**src/rtl/tmr_scrub_pkg.sv**
```systemverilog
package tmr_scrub_pkg;

    typedef enum logic [1:0] {
        PH_ISSUE   = 2'd0,
        PH_CAPTURE = 2'd1,
        PH_WRITE   = 2'd2
    } scrub_phase_e;

endpackage

```
**src/rtl/tmr_vote.sv**
```systemverilog
module tmr_vote #(
    parameter int DATA_W = 32
) (
    input  logic [DATA_W-1:0] word_a,
    input  logic [DATA_W-1:0] word_b,
    input  logic [DATA_W-1:0] word_c,
    output logic [DATA_W-1:0] voted,
    output logic              differ
);
    logic [DATA_W-1:0] bit_diff;

    for (genvar b = 0; b < DATA_W; b++) begin : g_bit
        always_comb begin
            voted[b]    = (word_a[b] & word_b[b]) | (word_a[b] & word_c[b]) | (word_b[b] & word_c[b]);
            bit_diff[b] = (word_a[b] ^ word_b[b]) | (word_a[b] ^ word_c[b]);
        end
    end

    assign differ = |bit_diff;
endmodule

```
**src/rtl/scrub_capture.sv**
```systemverilog
module scrub_capture #(
    parameter int DATA_W = 32
) (
    input  logic              clk,
    input  logic              rst_n,
    input  logic              load,
    input  logic [DATA_W-1:0] rd0,
    input  logic [DATA_W-1:0] rd1,
    input  logic [DATA_W-1:0] rd2,
    output logic [DATA_W-1:0] cap0,
    output logic [DATA_W-1:0] cap1,
    output logic [DATA_W-1:0] cap2
);
    typedef struct packed {
        logic [DATA_W-1:0] w0;
        logic [DATA_W-1:0] w1;
        logic [DATA_W-1:0] w2;
    } cap_t;

    cap_t cap_d, cap_q;

    always_comb begin
        cap_d = cap_q;
        if (load) begin
            cap_d.w0 = rd0;
            cap_d.w1 = rd1;
            cap_d.w2 = rd2;
        end
    end

    always_ff @(posedge clk) begin
        if (!rst_n) cap_q <= '0;
        else        cap_q <= cap_d;
    end

    assign cap0 = cap_q.w0;
    assign cap1 = cap_q.w1;
    assign cap2 = cap_q.w2;
endmodule

```
**src/rtl/scrub_seq.sv**
```systemverilog
module scrub_seq
    import tmr_scrub_pkg::*;
#(
    parameter int ADDR_W = 10
) (
    input  logic              clk,
    input  logic              rst_n,
    input  logic              en,
    input  logic              usr_hit,
    input  logic              differ,
    output logic [ADDR_W-1:0] addr,
    output logic              cap_load,
    output logic              wr_go,
    output logic              pass_pulse
);
    localparam logic [ADDR_W-1:0] LAST_ADDR = {ADDR_W{1'b1}};

    typedef struct packed {
        scrub_phase_e      phase;
        logic [ADDR_W-1:0] addr;
        logic              hit;
        logic              pass;
    } seq_t;

    seq_t seq_d, seq_q;

    always_comb begin
        seq_d      = seq_q;
        seq_d.pass = 1'b0;
        cap_load   = 1'b0;
        wr_go      = 1'b0;
        if (!en) begin
            seq_d.phase = PH_ISSUE;
            seq_d.hit   = 1'b0;
        end else begin
            unique case (seq_q.phase)
                PH_ISSUE: begin
                    seq_d.phase = PH_CAPTURE;
                    seq_d.hit   = seq_q.hit | usr_hit;
                end
                PH_CAPTURE: begin
                    cap_load    = 1'b1;
                    seq_d.phase = PH_WRITE;
                    seq_d.hit   = seq_q.hit | usr_hit;
                end
                PH_WRITE: begin
                    wr_go       = differ & ~(seq_q.hit | usr_hit);
                    seq_d.phase = PH_ISSUE;
                    seq_d.hit   = 1'b0;
                    seq_d.addr  = seq_q.addr + 1'b1;
                    seq_d.pass  = (seq_q.addr == LAST_ADDR);
                end
                default: begin
                    seq_d.phase = PH_ISSUE;
                    seq_d.hit   = 1'b0;
                end
            endcase
        end
    end

    always_ff @(posedge clk) begin
        if (!rst_n) begin
            seq_q.phase <= PH_ISSUE;
            seq_q.addr  <= '0;
            seq_q.hit   <= 1'b0;
            seq_q.pass  <= 1'b0;
        end else begin
            seq_q <= seq_d;
        end
    end

    assign addr       = seq_q.addr;
    assign pass_pulse = seq_q.pass;


    addr_step_chk: assert property (@(posedge clk) disable iff (!rst_n)
        (seq_q.addr != $past(seq_q.addr)) |-> (seq_q.addr == $past(seq_q.addr) + 1'b1));


    addr_hold_chk: assert property (@(posedge clk) disable iff (!rst_n)
        !en |=> $stable(seq_q.addr));


    write_phase_chk: assert property (@(posedge clk) disable iff (!rst_n)
        wr_go |-> (seq_q.phase == PH_WRITE) && $past(seq_q.phase == PH_CAPTURE));
endmodule

```
**src/rtl/scrub_errcnt.sv**
```systemverilog
module scrub_errcnt #(
    parameter int CNT_W = 16
) (
    input  logic             clk,
    input  logic             rst_n,
    input  logic             bump,
    output logic [CNT_W-1:0] count
);
    localparam logic [CNT_W-1:0] CNT_MAX = {CNT_W{1'b1}};

    logic [CNT_W-1:0] cnt_d, cnt_q;

    always_comb begin
        cnt_d = cnt_q;
        if (bump && (cnt_q != CNT_MAX)) cnt_d = cnt_q + 1'b1;
    end

    always_ff @(posedge clk) begin
        if (!rst_n) cnt_q <= '0;
        else        cnt_q <= cnt_d;
    end

    assign count = cnt_q;


    cnt_step_chk: assert property (@(posedge clk) disable iff (!rst_n)
        (cnt_q != $past(cnt_q)) |-> (cnt_q == $past(cnt_q) + 1'b1) && $past(bump));


    cnt_sat_chk: assert property (@(posedge clk) disable iff (!rst_n)
        (cnt_q == CNT_MAX) |=> (cnt_q == CNT_MAX));
endmodule

```
**src/rtl/tmr_mem_scrubber.sv**
```systemverilog
module tmr_mem_scrubber #(
    parameter int ADDR_W = 10,
    parameter int DATA_W = 32,
    parameter int CNT_W  = 16
) (
    input  logic              clk,
    input  logic              rst_n,
    input  logic              scrub_en,
    input  logic [2:0]        usr_we,
    input  logic [ADDR_W-1:0] usr_addr,
    output logic [ADDR_W-1:0] sb_addr0,
    output logic [ADDR_W-1:0] sb_addr1,
    output logic [ADDR_W-1:0] sb_addr2,
    input  logic [DATA_W-1:0] sb_rdata0,
    input  logic [DATA_W-1:0] sb_rdata1,
    input  logic [DATA_W-1:0] sb_rdata2,
    output logic [DATA_W-1:0] sb_wdata0,
    output logic [DATA_W-1:0] sb_wdata1,
    output logic [DATA_W-1:0] sb_wdata2,
    output logic              sb_we0,
    output logic              sb_we1,
    output logic              sb_we2,
    output logic [CNT_W-1:0]  err_count,
    output logic              pass_done
);
    logic [ADDR_W-1:0] cur_addr;
    logic [DATA_W-1:0] cap0, cap1, cap2, voted;
    logic              differ, cap_load, wr_go, usr_hit;

    assign usr_hit = (|usr_we) && (usr_addr == cur_addr);

    scrub_seq #(.ADDR_W(ADDR_W)) i_seq (
        .clk        (clk),
        .rst_n      (rst_n),
        .en         (scrub_en),
        .usr_hit    (usr_hit),
        .differ     (differ),
        .addr       (cur_addr),
        .cap_load   (cap_load),
        .wr_go      (wr_go),
        .pass_pulse (pass_done)
    );

    scrub_capture #(.DATA_W(DATA_W)) i_cap (
        .clk   (clk),
        .rst_n (rst_n),
        .load  (cap_load),
        .rd0   (sb_rdata0),
        .rd1   (sb_rdata1),
        .rd2   (sb_rdata2),
        .cap0  (cap0),
        .cap1  (cap1),
        .cap2  (cap2)
    );

    tmr_vote #(.DATA_W(DATA_W)) i_vote (
        .word_a (cap0),
        .word_b (cap1),
        .word_c (cap2),
        .voted  (voted),
        .differ (differ)
    );

    scrub_errcnt #(.CNT_W(CNT_W)) i_cnt (
        .clk   (clk),
        .rst_n (rst_n),
        .bump  (wr_go),
        .count (err_count)
    );

    assign sb_addr0  = cur_addr;
    assign sb_addr1  = cur_addr;
    assign sb_addr2  = cur_addr;
    assign sb_wdata0 = voted;
    assign sb_wdata1 = voted;
    assign sb_wdata2 = voted;
    assign sb_we0    = wr_go;
    assign sb_we1    = wr_go;
    assign sb_we2    = wr_go;


    pass_at_zero_chk: assert property (@(posedge clk) disable iff (!rst_n)
        pass_done |-> (sb_addr0 == '0) && $past(sb_addr0 == {ADDR_W{1'b1}}));


    no_collide_chk: assert property (@(posedge clk) disable iff (!rst_n)
        sb_we0 |-> !((|usr_we) && (usr_addr == sb_addr0)));


    idle_quiet_chk: assert property (@(posedge clk) disable iff (!rst_n)
        !scrub_en |-> !(sb_we0 || sb_we1 || sb_we2));


    wdata_vote_chk: assert property (@(posedge clk) disable iff (!rst_n)
        sb_we0 |-> (((sb_wdata0 ^ cap0) & (sb_wdata0 ^ cap1)) == '0) &&
                   (((sb_wdata0 ^ cap1) & (sb_wdata0 ^ cap2)) == '0));
endmodule

```
**config.mk**
```make
export PLATFORM = sky130hd
export DESIGN_NAME = tmr_mem_scrubber
export DESIGN_NICKNAME = d
export VERILOG_FILES = /design/src/rtl/tmr_scrub_pkg.sv /design/src/rtl/tmr_vote.sv /design/src/rtl/scrub_capture.sv /design/src/rtl/scrub_seq.sv /design/src/rtl/scrub_errcnt.sv /design/src/rtl/tmr_mem_scrubber.sv
export SDC_FILE = /design/constraint.sdc
export NUM_CORES = 1
export LEC_CHECK = 0
export ABC_AREA = 1
export ABC_CLOCK_PERIOD_IN_PS = 4400
export BUFFER_PORTS_ARGS = -buffer_cell sky130_fd_sc_hd__buf_2
export CAP_MARGIN = 20
export CORE_UTILIZATION = 54
export CTS_CLUSTER_DIAMETER = 60
export DETAILED_ROUTE_END_ITERATION = 12
export PLACE_DENSITY = 0.95
export RECOVER_POWER = 25
export SETUP_SLACK_MARGIN = 0.4
export SYNTH_ARGS = -nofsm -noshare
export SYNTH_HDL_FRONTEND = slang
export SYNTH_SLANG_ARGS = --single-unit
```
**constraint.sdc**
```tcl
create_clock -name clk -period 4.4 [get_ports clk]
set_clock_uncertainty 0.15 [all_clocks]
set_input_delay 0 -clock clk [delete_from_list [all_inputs] [get_ports clk]]
set_output_delay 0 -clock clk [all_outputs]
set_load 0.02 [all_outputs]
```
# Word-level counts from Yosys, hierarchy flattened
# Index checks and enable logic that the tools add are counted.
[word_totals]
out_inout_bits = 146
ramBits = 0
memories = 0
romBits = 0
inputBits = 112
ff_bits = 126
latch_bits = 0
wordCells = 289
[classes]
n_addsub = 2
magnitude_cmp = 0
bitwise_logic = 259
div_mod_pow = 0
multipliers = 0
muxes = 5
n_eq_ne = 5
n_reduce_logical = 10
n_shift = 0
[op_table]
columns = ["operator", "n"]
rows = [
  ["1-bit bitwise AND", 97],
  ["1-bit OR", 97],
  ["1-bit bitwise XOR", 64],
  ["32-bit OR reduction", 1],
  ["16-bit by 1-bit adder with 16-bit output, second input constant", 1],
  ["16-bit inequality test, second input constant", 1],
  ["10-bit by 1-bit adder with 10-bit output, second input constant", 1],
  ["10-bit equality test", 1],
  ["10-bit equality test, second input constant", 1],
  ["3-bit AND reduction", 2],
  ["1-bit two-way mux", 4],
  ["2-bit case mux with 2 select lines", 1],
  ["2-bit AND reduction", 2],
  ["3-bit OR reduction", 1],
  ["2-bit by 1-bit equality test with 1-bit output, second input constant", 1],
  ["2-bit equality test, second input constant", 1],
  ["1-bit logical AND", 2],
  ["2-bit logical NOT", 1],
  ["2-bit OR reduction", 1],
  ["1-bit inverter", 1],
]

# Logic depth before layout (Yosys ltp)
[depth]
depth_word = 8
ltp_mapped = 12

# By module
# From an unflattened synthesis, not the netlist that was laid out.
[hier_totals]
cells_unflattened = 1136
hier_area_um2 = 7883.8
[modules_own_cells]
columns = ["mod", "seq_area_each_um2", "area_each_um2", "cells_per_inst", "n_inst"]
rows = [
  ["scrub_capture", 1921.8, 4040.1, 608, 1],
  ["tmr_vote", 0.0, 1317.5, 159, 1],
  ["scrub_errcnt", 320.3, 996.0, 149, 1],
  ["tmr_mem_scrubber", 0.0, 832.0, 128, 1],
  ["scrub_seq", 280.3, 698.2, 92, 1],
]

# Least setup slack after synthesis
# Ideal clock, no wire load.
[synth_path]
path_kind = "flip-flop to flip-flop"
startpoint = "register i_cnt.cnt_q[0] (netlist: i_cnt.count[0])"
endpoint = "register i_cnt.cnt_q[11] (netlist: i_cnt.count[11])"
setup_time_ns = 0.070
required_ns = 4.180
path_stages_with_launch = 11
path_slack_ns = 2.492
arrival_time_ns = 1.688
period_less_slack_ns = 1.908
cell_sequence = "dfxtp_1 -> ha_1 -> nand2_2 -> nor2_4 -> nand2_2 -> nor2_4 -> nand3_4 -> nand3_2 -> buf_6 -> nand2_1 -> a21oi_2"
[synth_between]
elab_chain_len = 2
word_cells_on_any_way = 3
[synth_rtl]
columns = ["item", "line", "source"]
rows = [
  ["start, declared", "scrub_errcnt.sv:11", "logic [CNT_W-1:0] cnt_d, cnt_q;"],
  ["start signal, assigned", "scrub_errcnt.sv:20", "else cnt_q <= cnt_d;"],
  ["parallel branches: the longest is 2 deep, another holds 16-bit by 1-bit adder with 16-bit output", "n/a", ""],
]
# Several ways; the timed one is not identified.
# A chain may end at the register's enable or synchronous reset.

# Worst setup path in the final report
[layout_path]
startpoint = "register i_cap.cap_q, in the netlist i_cap.cap0[0]"
endpoint = "output sb_we2"
[layout_between]
elab_chain_len = 6
word_cells_on_any_way = 7
[layout_rtl]
columns = ["item", "line", "source"]
rows = [
  ["start, declared", "scrub_capture.sv:20", "cap_t cap_d, cap_q;"],
  ["start signal, assigned", "scrub_capture.sv:33", "else cap_q <= cap_d;"],
  ["1-bit bitwise XOR", "tmr_vote.sv:15", "bit_diff[b] = (word_a[b] ^ word_b[b]) | (word_a[b] ^ word_c[b]);"],
  ["1-bit OR *", "tmr_vote.sv:15", ""],
  ["32-bit OR reduction *", "tmr_vote.sv:19", "assign differ = |bit_diff;"],
  ["1-bit bitwise AND *", "scrub_seq.sv:47", "wr_go = differ & ~(seq_q.hit | usr_hit);"],
  ["1-bit two-way mux *", "scrub_seq.sv:36", "unique case (seq_q.phase)"],
  ["1-bit two-way mux *", "scrub_seq.sv:32", "if (!en) begin"],
  ["end, declared", "tmr_mem_scrubber.sv:22", "output logic sb_we2,"],
]
# Mark *: on every way between the ends. The rest lies on a longest branch, timed or not.

==> reports/qor.txt <==
run status - completed
First-pass DRT Iterations - 6
Final setup viols - 0
DP Area - 0.00780 sq mm
CP cell instances - ha_1, nor2_1, nand2_1, nor2_1, nand2_1, nor2_1, nand2_1, nand2_1, nor2_4, buf_2
Max Fclk - 391 MHz
Initial DRC Count - 764
yosys warns - 0
power share of the clock group - 0.467
Mapped Nets - 1,123
Slew Limit Fails - 0
Routability Congestion - 0.878
hold buffers post-CTS - 97
Filler cells - 866
root buffer cell - clkbuf_16
Total Routed Length - 22,000 um
design area - 0.00930 sq mm
Setup crit start kind - register
CTS tree - done
Clock Sinks - 126
Final Util - 0.728
final hold violation count - 0
PostCTS Resize Cnt - 0
Overall Power - 3.08 mW
WL per Instance - 16.0 um
Max Root-Sink Buffers - 2
fraction of layout cells with a size suffix above 1 - 0.208
Reg area - 0.00252 sq mm
Site Rows - 41
setup TNS - 0 ns
HP Class - input port to register
cell total after placement - 1,243
initial antenna violation count - 5
Min Hold Slack - 0.0650 ns
Max-Cap Viols - 0
DP Wirelength - 11,900 um
post-synthesis sequential area ratio - 0.353
die height - 117 um
final period utilization - 0.582
Avg Cell Area, Syn - 7.55 sq um
Worst Tran Pin Value - 0.924 ns
Die X - 117 um
DP Worst Slack - 2.25 ns
Worst setup EP type - output pin
io pins - 258
CTS buffer count - 17
Cells after Synth - 945
DR vias - 7,449
RSZ-0062 raised after global routing - no
H-tree levels - 4
CP max FO - 21
area of the core - 0.0128 sq mm
vias in the first global route - 7,109
Max-slew headroom - 0.383
Cell Area, Synth - 0.00714 sq mm
sequential power share - 0.397
largest net degree at the start of global routing - 104
Pleak - 4.33 nW
internal power - 2.29 mW
WP data required - 4.25 ns
switching part of the total power - 0.256
Initial Util - 0.559
CP Class - register to output pin
Max VDD drop - 0.332 mV
footprint of the multi-input gates - 0.00330 sq mm
distinct cell type count of the synthesized netlist - 31
Area Overhead vs Synth - 30.3%
Critical Path Most Common Cell - nand2_1
final worst slack - 1.84 ns
Post-Layout Cell Count - 1,377
Skew-Pair Late Insertion Delay - 0.42 ns
P_sw - 0.789 mW
PortBufs - 257
min Tclk post-route - 2.56 ns
Crit-path slowest cell - dfxtp_1
clk slew on worst S/H paths - 0.06 ns
Synth Register Bits - 126
DIE AREA - 0.0137 sq mm
Vias/cell - 5.41
Data arrival, critical path - 2.41 ns
Combinational Power Share - 0.135
power density cells - 331 mW/mm^2
Nets - 1,365
post-CTS setup buffer count - 0
gr usage total - 0.337
DRC viols - 0
first-pass GRT wire length - 34,600 um
Worst path max stage delay - 0.33 ns
post-route ant nets - 0
Congestion Overflow GR - 0
[power by group through the flow]
stage | Sequential, mW | Clock, mW | Combinational [mW]
after floorplan | 1.24 | 0 | 0.221
after global routing | 1.23 | 1.50 | 0.465
after global placement | 1.24 | 0 | 0.303
final | 1.22 | 1.44 | 0.417
after detailed placement | 1.24 | 0 | 0.316
after CTS | 1.22 | 1.44 | 0.388
[cell usage in the layout, fill, tap and decap left out, types with 26 or more instances in the layout]
cell | netlist | layout
buf_2 | 2 | 196
o21ai_0 | 130 | 130
dfxtp_1 | 126 | 126
inv_1 | 114 | 116
a21oi_1 | 111 | 111
nor2_1 | 95 | 97
dlygate4sd3_1 | 0 | 97
nand2_1 | 79 | 80
ha_1 | 66 | 66
clkbuf_1 | 29 | 63
nand3_1 | 27 | 26
[kinds of logic (layout without fill, tap and decap cells)]
logic type | count (synthesis) | in the layout | synth area share
AO/OA/AOI/OAI | 253 | 253 | 0.183
XOR/XNOR | 19 | 19 | 0.0233
adder cells (fa/ha/maj) | 66 | 66 | 0.116
buffers and inverters | 252 | 507 | 0.185
flip-flops | 126 | 126 | 0.353
other | 0 | 5 | 0
AND/OR/NAND/NOR | 229 | 229 | 0.139
[synthesized netlist by cell type]
master	number	area share
nor2_1	95	0.050
o21ai_0	130	0.091
a211oi_1	1	0.0011
nor3b_1	2	0.0021
nand3_2	1	0.0014
o21a_1	1	0.0011
nand4_1	2	0.0018
buf_2	2	0.0014
nand3_4	1	0.0025
nand3_1	27	0.019
nor2_2	2	0.0018
nor3_2	1	0.0014
dfxtp_1	126	0.35
a21oi_2	10	0.012
nand2_1	79	0.042
buf_1	4	0.0021
clkbuf_1	29	0.015
nor4b_1	1	0.0012
ha_1	66	0.12
buf_6	2	0.0032
a21oi_1	111	0.078
inv_2	5	0.0026
buf_4	96	0.10
inv_1	114	0.060
nor4_1	1	0.00088
and3_1	2	0.0018
xor2_1	9	0.011
nor3_1	9	0.0063
nor2_4	3	0.0047
xnor2_1	10	0.012
nand2_2	3	0.0026
[worst max-delay path: cells and delay by family (launching register included)]
family | cells | cell delay, ns
buf+inv | 1 | 0.18
simple gates | 8 | 1.14
flops | 1 | 0.33
fa+ha+maj | 1 | 0.32
[state kept, by name (all words and copies together) (netlist names)]
| signal | flops |
|---|---|
| i_cap.cap2 | 32 |
| i_seq.addr | 10 |
| i_cnt.count | 16 |
| i_seq.pass_pulse | 1 |
| i_seq.seq_q | 3 |
| i_cap.cap1 | 32 |
| i_cap.cap0 | 32 |
[path summary, 6_finish.rpt]
check / start / endpoint / slack [ns] / cells after the start
worst max-delay path: i_cap.cap0[0] / sb_we2 / 1.84 / 10
worst min-delay path: usr_addr[0] / i_seq.seq_q[1] / 0.06 / 6
worst min register to register: i_seq.seq_q[13] / i_seq.seq_q[12] / 0.30 / 1
worst max register to register: i_cap.cap0[0] / i_cnt.count[6] / 2.07 / 11
[final cells by class]
| type | count | area share |
|---|---|---|
| Inverter | 119 | 0.0480 |
| Timing Repair Buffer | 356 | 0.237 |
| Clock inverter | 11 | 0.0151 |
| Tap cell | 172 | 0.0231 |
| Multi-Input combinational cell | 567 | 0.354 |
| Sequential cell | 126 | 0.271 |
| Antenna cell | 5 | 0.00134 |
| Clock buffer | 21 | 0.0495 |
[metal layers]
| layer | track usage | wire, um | up-vias |
|---|---|---|---|
| met4 | 0.234 | 1290 | 0 |
| met5 | 0.0185 | 0 | - |
| met2 | 0.575 | 11300 | 416 |
| met1 | 0.333 | 7970 | 3425 |
| li1 | - | - | 3484 |
| met3 | 0.143 | 1520 | 124 |
Power figures use the tool's default switching activity.
